`src/rtl/mac_pkg.sv`:
```
package mac_pkg;
   typedef enum logic [1:0] {
      MAC_LOAD = 2'd0,
      MAC_ADD  = 2'd1,
      MAC_SUB  = 2'd2,
      MAC_GPR  = 2'd3
   } mac_op_e;
endpackage

```
`src/rtl/mac_issue_ctl.sv`:
```
module mac_issue_ctl
   import mac_pkg::*;
#(
   parameter int DATA_W  = 32,
   parameter int SLICE_W = 16
)(
   input  logic              clk,
   input  logic              rst_n,
   input  logic              issue_vld,
   input  logic [1:0]        op,
   input  logic              is_signed,
   input  logic [DATA_W-1:0] src_a,
   input  logic [DATA_W-1:0] src_b,
   output logic              busy,
   output logic              adv,
   output logic              m_vld,
   output mac_op_e           m_op,
   output logic              m_sgn,
   output logic              m_wide,
   output logic              m_pass,
   output logic [DATA_W-1:0] m_a,
   output logic [DATA_W-1:0] m_b
);
   localparam int EXT_W = DATA_W - SLICE_W;

   if (DATA_W != 2 * SLICE_W) begin : g_bad_split
      $error("mac_issue_ctl: DATA_W must be twice SLICE_W");
   end

   logic              accept;
   logic              fits;
   logic [EXT_W:0]    sgn_field;
   logic [EXT_W-1:0]  uns_field;

   assign sgn_field = src_b[DATA_W-1:SLICE_W-1];
   assign uns_field = src_b[DATA_W-1:SLICE_W];
   assign fits      = is_signed ? ((&sgn_field) | ~(|sgn_field)) : ~(|uns_field);

   assign busy   = m_vld & m_wide & ~m_pass;
   assign adv    = m_vld & ~busy;
   assign accept = issue_vld & ~busy;

   always_ff @(posedge clk or negedge rst_n) begin
      if (!rst_n) begin
         m_vld  <= 1'b0;
         m_pass <= 1'b0;
         m_op   <= MAC_LOAD;
         m_sgn  <= 1'b0;
         m_wide <= 1'b0;
         m_a    <= '0;
         m_b    <= '0;
      end else if (busy) begin
         m_pass <= 1'b1;
      end else begin
         m_vld  <= accept;
         m_pass <= 1'b0;
         if (accept) begin
            m_op   <= mac_op_e'(op);
            m_sgn  <= is_signed;
            m_wide <= ~fits;
            m_a    <= src_a;
            m_b    <= src_b;
         end
      end
   end
endmodule

```
`src/rtl/mac_pp_array.sv`:
```
module mac_pp_array #(
   parameter int A_W   = 33,
   parameter int B_W   = 17,
   parameter int STYLE = 0,
   localparam int P_W  = A_W + B_W
)(
   input  logic signed [A_W-1:0] a_op,
   input  logic signed [B_W-1:0] b_op,
   output logic signed [P_W-1:0] prod
);
   if (STYLE != 0 && STYLE != 1) begin : g_bad_style
      $error("mac_pp_array: STYLE must be 0 or 1");
   end

   if (STYLE == 0) begin : g_operator
      assign prod = a_op * b_op;
   end else begin : g_rows
      logic signed [P_W-1:0] a_ext;
      logic signed [P_W-1:0] rows [B_W];
      assign a_ext = P_W'(a_op);
      for (genvar i = 0; i < B_W - 1; i++) begin : g_row
         assign rows[i] = b_op[i] ? (a_ext <<< i) : '0;
      end
      assign rows[B_W-1] = b_op[B_W-1] ? ('0 - (a_ext <<< (B_W - 1))) : '0;
      always_comb begin
         prod = '0;
         for (int k = 0; k < B_W; k++) begin
            prod = prod + rows[k];
         end
      end
   end
endmodule

```
`src/rtl/mac_cpa_acc.sv`:
```
module mac_cpa_acc
   import mac_pkg::*;
#(
   parameter int DATA_W  = 32,
   parameter int SLICE_W = 16,
   parameter int PP_W    = 50,
   localparam int ACC_W  = 2 * DATA_W
)(
   input  logic                   clk,
   input  logic                   rst_n,
   input  logic                   a_vld,
   input  mac_op_e                a_op,
   input  logic signed [PP_W-1:0] a_pp0,
   input  logic signed [PP_W-1:0] a_pp1,
   output logic                   gpr_vld,
   output logic [DATA_W-1:0]      gpr_data,
   output logic [DATA_W-1:0]      acc_hi,
   output logic [DATA_W-1:0]      acc_lo
);
   if (PP_W > ACC_W) begin : g_bad_pp
      $error("mac_cpa_acc: partial product wider than accumulator");
   end

   logic [ACC_W-1:0] acc_q;
   logic [ACC_W-1:0] acc_d;
   logic [ACC_W-1:0] ext0;
   logic [ACC_W-1:0] ext1;
   logic [ACC_W-1:0] prod;

   assign ext0 = ACC_W'(a_pp0);
   assign ext1 = ACC_W'(a_pp1);
   assign prod = ext0 + (ext1 << SLICE_W);

   always_comb begin
      unique case (a_op)
         MAC_LOAD: acc_d = prod;
         MAC_ADD:  acc_d = acc_q + prod;
         MAC_SUB:  acc_d = acc_q - prod;
         default:  acc_d = acc_q;
      endcase
   end

   always_ff @(posedge clk or negedge rst_n) begin
      if (!rst_n) begin
         acc_q    <= '0;
         gpr_vld  <= 1'b0;
         gpr_data <= '0;
      end else begin
         gpr_vld <= a_vld && (a_op == MAC_GPR);
         if (a_vld && (a_op != MAC_GPR)) begin
            acc_q <= acc_d;
         end
         if (a_vld && (a_op == MAC_GPR)) begin
            gpr_data <= prod[DATA_W-1:0];
         end
      end
   end

   assign acc_hi = acc_q[ACC_W-1:DATA_W];
   assign acc_lo = acc_q[DATA_W-1:0];
endmodule

```
`src/rtl/mac_unit.sv`:
```
module mac_unit
   import mac_pkg::*;
#(
   parameter int DATA_W      = 32,
   parameter int SLICE_W     = 16,
   parameter int ARRAY_STYLE = 0
)(
   input  logic              clk,
   input  logic              rst_n,
   input  logic              issue_vld,
   input  logic [1:0]        op,
   input  logic              is_signed,
   input  logic [DATA_W-1:0] src_a,
   input  logic [DATA_W-1:0] src_b,
   output logic              busy,
   output logic              gpr_vld,
   output logic [DATA_W-1:0] gpr_data,
   output logic [DATA_W-1:0] acc_hi,
   output logic [DATA_W-1:0] acc_lo
);
   localparam int A_W  = DATA_W + 1;
   localparam int B_W  = SLICE_W + 1;
   localparam int PP_W = A_W + B_W;

   logic              adv;
   logic              m_vld;
   mac_op_e           m_op;
   logic              m_sgn;
   logic              m_wide;
   logic              m_pass;
   logic [DATA_W-1:0] m_a;
   logic [DATA_W-1:0] m_b;

   mac_issue_ctl #(.DATA_W(DATA_W), .SLICE_W(SLICE_W)) u_issue (
      .clk       (clk),
      .rst_n     (rst_n),
      .issue_vld (issue_vld),
      .op        (op),
      .is_signed (is_signed),
      .src_a     (src_a),
      .src_b     (src_b),
      .busy      (busy),
      .adv       (adv),
      .m_vld     (m_vld),
      .m_op      (m_op),
      .m_sgn     (m_sgn),
      .m_wide    (m_wide),
      .m_pass    (m_pass),
      .m_a       (m_a),
      .m_b       (m_b)
   );

   logic signed [A_W-1:0]  arr_a;
   logic signed [B_W-1:0]  arr_b;
   logic signed [PP_W-1:0] arr_p;

   assign arr_a = {m_sgn & m_a[DATA_W-1], m_a};

   always_comb begin
      if (!m_wide) begin
         arr_b = m_b[SLICE_W:0];
      end else if (!m_pass) begin
         arr_b = {1'b0, m_b[SLICE_W-1:0]};
      end else begin
         arr_b = {m_sgn & m_b[DATA_W-1], m_b[DATA_W-1:SLICE_W]};
      end
   end

   mac_pp_array #(.A_W(A_W), .B_W(B_W), .STYLE(ARRAY_STYLE)) u_array (
      .a_op (arr_a),
      .b_op (arr_b),
      .prod (arr_p)
   );

   logic signed [PP_W-1:0] pp_hold;
   logic                   a_vld;
   mac_op_e                a_op;
   logic signed [PP_W-1:0] a_pp0;
   logic signed [PP_W-1:0] a_pp1;

   always_ff @(posedge clk or negedge rst_n) begin
      if (!rst_n) begin
         pp_hold <= '0;
         a_vld   <= 1'b0;
         a_op    <= MAC_LOAD;
         a_pp0   <= '0;
         a_pp1   <= '0;
      end else begin
         if (busy) begin
            pp_hold <= arr_p;
         end
         a_vld <= adv;
         if (adv) begin
            a_op  <= m_op;
            a_pp0 <= m_wide ? pp_hold : arr_p;
            a_pp1 <= m_wide ? arr_p : '0;
         end
      end
   end

   mac_cpa_acc #(.DATA_W(DATA_W), .SLICE_W(SLICE_W), .PP_W(PP_W)) u_cpa (
      .clk      (clk),
      .rst_n    (rst_n),
      .a_vld    (a_vld),
      .a_op     (a_op),
      .a_pp0    (a_pp0),
      .a_pp1    (a_pp1),
      .gpr_vld  (gpr_vld),
      .gpr_data (gpr_data),
      .acc_hi   (acc_hi),
      .acc_lo   (acc_lo)
   );
endmodule

```
`config.mk`:
```
export PLATFORM = sky130hd
export DESIGN_NAME = mac_unit
export DESIGN_NICKNAME = d
export VERILOG_FILES = /design/src/rtl/mac_pkg.sv /design/src/rtl/mac_issue_ctl.sv /design/src/rtl/mac_pp_array.sv /design/src/rtl/mac_cpa_acc.sv /design/src/rtl/mac_unit.sv
export SDC_FILE = /design/constraint.sdc
export NUM_CORES = 2
export LEC_CHECK = 0
export CAP_MARGIN = 10
export CORE_AREA = 2 2 342 344
export CTS_CLUSTER_DIAMETER = 60
export CTS_CLUSTER_SIZE = 24
export DETAILED_ROUTE_END_ITERATION = 16
export DIE_AREA = 0 0 344 346
export DONT_BUFFER_PORTS = 1
export GPL_TIMING_DRIVEN = 0
export PLACE_DENSITY = 0.59
export SYNTH_ARGS = -nofsm -noshare
export SYNTH_HDL_FRONTEND = slang
export SYNTH_SLANG_ARGS = --single-unit
```
`constraint.sdc`:
```
create_clock -name clk -period 8.6 [get_ports clk]
set_input_delay 0.43 -clock clk [delete_from_list [all_inputs] [get_ports clk]]
set_output_delay 0.43 -clock clk [all_outputs]
set_load 0.05 [all_outputs]
```
==> results by group <==
Critical path
  • CP startpoint kind: flop
  • Worst setup EP type: flop
  • Reg2Reg Depth: 24
  • CP delay by family, top: adder cells
  • FF-to-FF Start: u_issue.m_wide
  • CP max-delay cell: fa_1
  • CP most frequent cell: fa_1
  • CP peak stage delay: 0.64 ns
  • Worst r2r dst: a_pp0[45]
  • Crit Path Category: flop to flop
  • CP arrival: 8.84 ns
  • Critical path cell sequence: nand2_4, clkbuf_4, mux2_2, clkbuf_1, and2_1, fa_1, fa_1, fa_1, fa_1, fa_1, inv_1, fa_1, inv_1, ha_1, and4_1, nand4_1, or2_2, o221ai_2, a21oi_2, o21a_1, o21ai_0, xor2_2, mux2i_1, o21ai_0
  • CP Buf/Inv Count: 4
  • Crit path max fanout: 11
  • R2R setup slack: 0.31 ns
  • CP Data Required Time: 9.14 ns

Timing
  • Final setup margin: 0.306 ns
  • Slew HR: 17.5%
  • Hold Slack: 0.163 ns
  • Final period util: 96.4%
  • Skew final: 0.0543 ns
  • Final hold vios: 0
  • Max Fclk: 121 MHz
  • Setup violators final: 0
  • Period minus WS final: 8.29 ns
  • Fin. max-slew vios: 0
  • Worst-margin pin slew: 1.22 ns
  • RSZ-0062 raised after global routing: true

Synth
  • Area leader, netlist: fa_1
  • EDFF count, synth: 0
  • Sequential share of the synthesized area: 19.8%
  • Area contributors post-synth: fa_1 (27%), dfrtp_1 (20%), ha_1 (7.2%)
  • Top_reg_cell synth: dfrtp_1
  • Unique cell type count in the Yosys netlist: 99
  • Mapped Nets: 5367
  • Synth Area in Adders: 34.0%
  • Top-area cell type share of the netlist area: 26.8%
  • Largest family of logic cells by synthesized area: adder cells
  • Most common cell in the synthesized netlist: nand2_1
  • Mux cell area share after synthesis: 3.91%
  • Ys Warns: 0
  • Async S/R FF share, synth: 100%
  • Mapped cell area: 0.0401 sq mm
  • Commonest cells in the synthesized netlist: nand2_1 (645), inv_1 (607), fa_1 (538)
  • FF+latch count, synth: 318
  • Mean Syn Cell Area: 8.86 sq um
  • Xor and xnor area share after synthesis: 4.32%
  • Post-synthesis simple-gate area fraction: 16.1%
  • Mapped Cells: 4528
  • Compound-Gate Fraction of Synth Area: 13.8%

Worst hold path
  • HP Class: input port to flop
  • End of the worst hold path: u_issue.m_wide
  • Hold path startpoint: src_b[15]
  • Cells on Worst Hold Path: 2

Detailed routing
  • DRT antenna net count: 0
  • Residual DRC count: 0
  • WL met2: 59.7 mm
  • Initial DRT Pass Iterations: 5
  • Met3 routed WL: 8.13 mm
  • Via density: 5.22
  • Vias: 32.3k
  • Wire length per cell: 20.8 microns
  • Top layer in use: met5
  • Metal-1 WL: 55.5 mm
  • Wirelength, routed: 129 mm
  • DRT iter0 DRCs: 2012

Cells and area
  • Area grow syn2layout: 10.6%
  • Register Area: 0.00796 sq mm
  • NumNets Final: 5476
  • Fill cells: 11.7k
  • Footprint of the multi-input gates: 0.0291 sq mm
  • Share of layout cells above drive strength 1: 6.52%

CTS
  • H-tree Lvls: 2
  • CTS tree: done
  • Clock sinks: 318
  • TritonCTS buffer count: 35
  • Worst-Skew Late Latency: 0.62 ns
  • Clk slew on worst S/H paths: 0.10 ns
  • Maximum clock insertion buffer count: 3
  • Clock root buffer: clkbuf_16

Floorplan
  • Die Span Y: 346 microns
  • Chip Width: 344 microns
  • Initial Utilization: 34.8%
  • # rows: 125
  • IO Pins: 168
  • Core ar.: 0.115 sq mm
  • Die area: 0.119 sq mm

Placement
  • Hpwl dp: 105 mm
  • IO Port Bufs: 0
  • Pre-CTS WS: -1.78 ns
  • Gp weighted congestion: 0.952

GRT
  • Pin count of the biggest net entering global routing: 319
  • Antenna violations before repair: 2
  • GRT overflow: 0
  • First-pass GRT wire length: 200 mm
  • GRT Total Usage: 21.8%
  • Number of global-route vias before repair: 33.0k

Outcome
  • Status: finished, final reports clean

Job
  • Max_cap viols: 0
kinds of logic (layout without fill, tap and decap cells):
family / after synthesis / count (layout)
DFF: 318 / 318
xor gates and xnor gates: 197 / 197
adders and majority gates: 769 / 769
muxes: 143 / 143
other: 0 / 2
buffers and inverters: 840 / 976
and+or+nand+nor: 1366 / 1366
AOI/OAI and AO/OA: 895 / 895
worst reg2reg max path: stages (launching register included):
cell      delay (ns)
dfrtp_2         0.50
nand2_4         0.19
clkbuf_4        0.30
mux2_2          0.48
clkbuf_1        0.36
and2_1          0.31
fa_1            0.54
fa_1            0.45
fa_1            0.54
fa_1            0.44
fa_1            0.50
inv_1           0.05
fa_1            0.64
inv_1           0.09
ha_1            0.35
and4_1          0.27
nand4_1         0.16
or2_2           0.33
o221ai_2        0.17
a21oi_2         0.17
o21a_1          0.25
o21ai_0         0.27
xor2_2          0.45
mux2i_1         0.25
o21ai_0         0.19
sequential cells by signal, indices dropped and copies added (netlist names):
| name | cells |
|---|---|
| a_op | 2 |
| a_pp0 | 50 |
| a_pp1 | 48 |
| a_vld | 1 |
| pp_hold | 50 |
| u_cpa.acc_q | 64 |
| u_cpa.gpr_data | 32 |
| u_cpa.gpr_vld | 1 |
| u_issue.m_a | 32 |
| u_issue.m_b | 32 |
| u_issue.m_op | 2 |
| u_issue.m_pass | 1 |
| u_issue.m_sgn | 1 |
| u_issue.m_vld | 1 |
| u_issue.m_wide | 1 |
final cells by class:
type / count / share of cell area (%)
antenna: 2 / 0.0113
buffer: 228 / 2.20
clock buffer: 39 / 2.05
clock inverter: 25 / 0.970
inverter: 610 / 5.16
multi-input combinational: 3370 / 65.6
sequential: 318 / 17.9
tap: 1524 / 4.30
timing repair buffer: 74 / 1.80
per-stage QoR:
| stage | setup TNS [ns] | utilization [%] | instances | cell area, sq um |
|---|---|---|---|---|
| 6_report | 0 | 38.4 | 6190 | 44400 |
| 5_1_grt | -0.0125 | 38.4 | 6188 | 44400 |
| 4_1_cts | 0 | 38.3 | 6186 | 44300 |
| 3_5_place_dp | -62.12 | 36.4 | 6052 | 42000 |
| 3_3_place_gp | -61.02 | 36.4 | 6052 | 42000 |
| 2_1_floorplan | 0 | - | 4528 | 40100 |
timing repair:
item                                    4_1_cts  5_1_grt
resized for setup                            64       17
hold buffers                                 69        1
endpoints found under the setup margin       74       29
pin swaps                                     2        2
buffers inserted                              2        0
endpoints found under the hold margin       387       73
placed cells by master, fill, tap and decap left out, types with 32 or more instances in the layout:
| master | count |
|---|---|
| a21o_1 | 84 |
| a21oi_1 | 263 |
| and2_1 | 164 |
| clkbuf_1 | 153 |
| clkbuf_16 | 35 |
| clkbuf_2 | 34 |
| dfrtp_1 | 317 |
| dlygate4sd3_1 | 69 |
| fa_1 | 538 |
| ha_1 | 231 |
| inv_1 | 607 |
| mux2_2 | 108 |
| mux2i_1 | 32 |
| nand2_1 | 644 |
| nand3_1 | 48 |
| nor2_1 | 213 |
| nor2b_1 | 80 |
| nor3_1 | 38 |
| o21ai_0 | 263 |
| xnor2_1 | 143 |
| xor2_1 | 45 |
how the worst max path moves through the flow:
| stage | startpoint | endpoint | depth (start not counted) |
|---|---|---|---|
| global route | u_issue.m_wide | pp_hold[44] | 25 |
| detailed placement | u_issue.m_wide | a_pp0[40] | 26 |
| finish | u_issue.m_wide | a_pp0[45] | 24 |
| global placement | u_issue.m_wide | a_pp0[40] | 26 |
| CTS | u_issue.m_wide | a_pp0[44] | 26 |
| floorplan | u_issue.m_wide | pp_hold[44] | 26 |
layer usage:
metal / GRT usage, % / up-vias
met4: 8.44 / 2
met2: 35.4 / 1009
met1: 29.2 / 16100
li1: - / 15000
met3: 3.07 / 233
met5: 0 / -
Power is not shown: default switching activity piles up to over one toggle a cycle in this logic, so the estimate is an artifact.
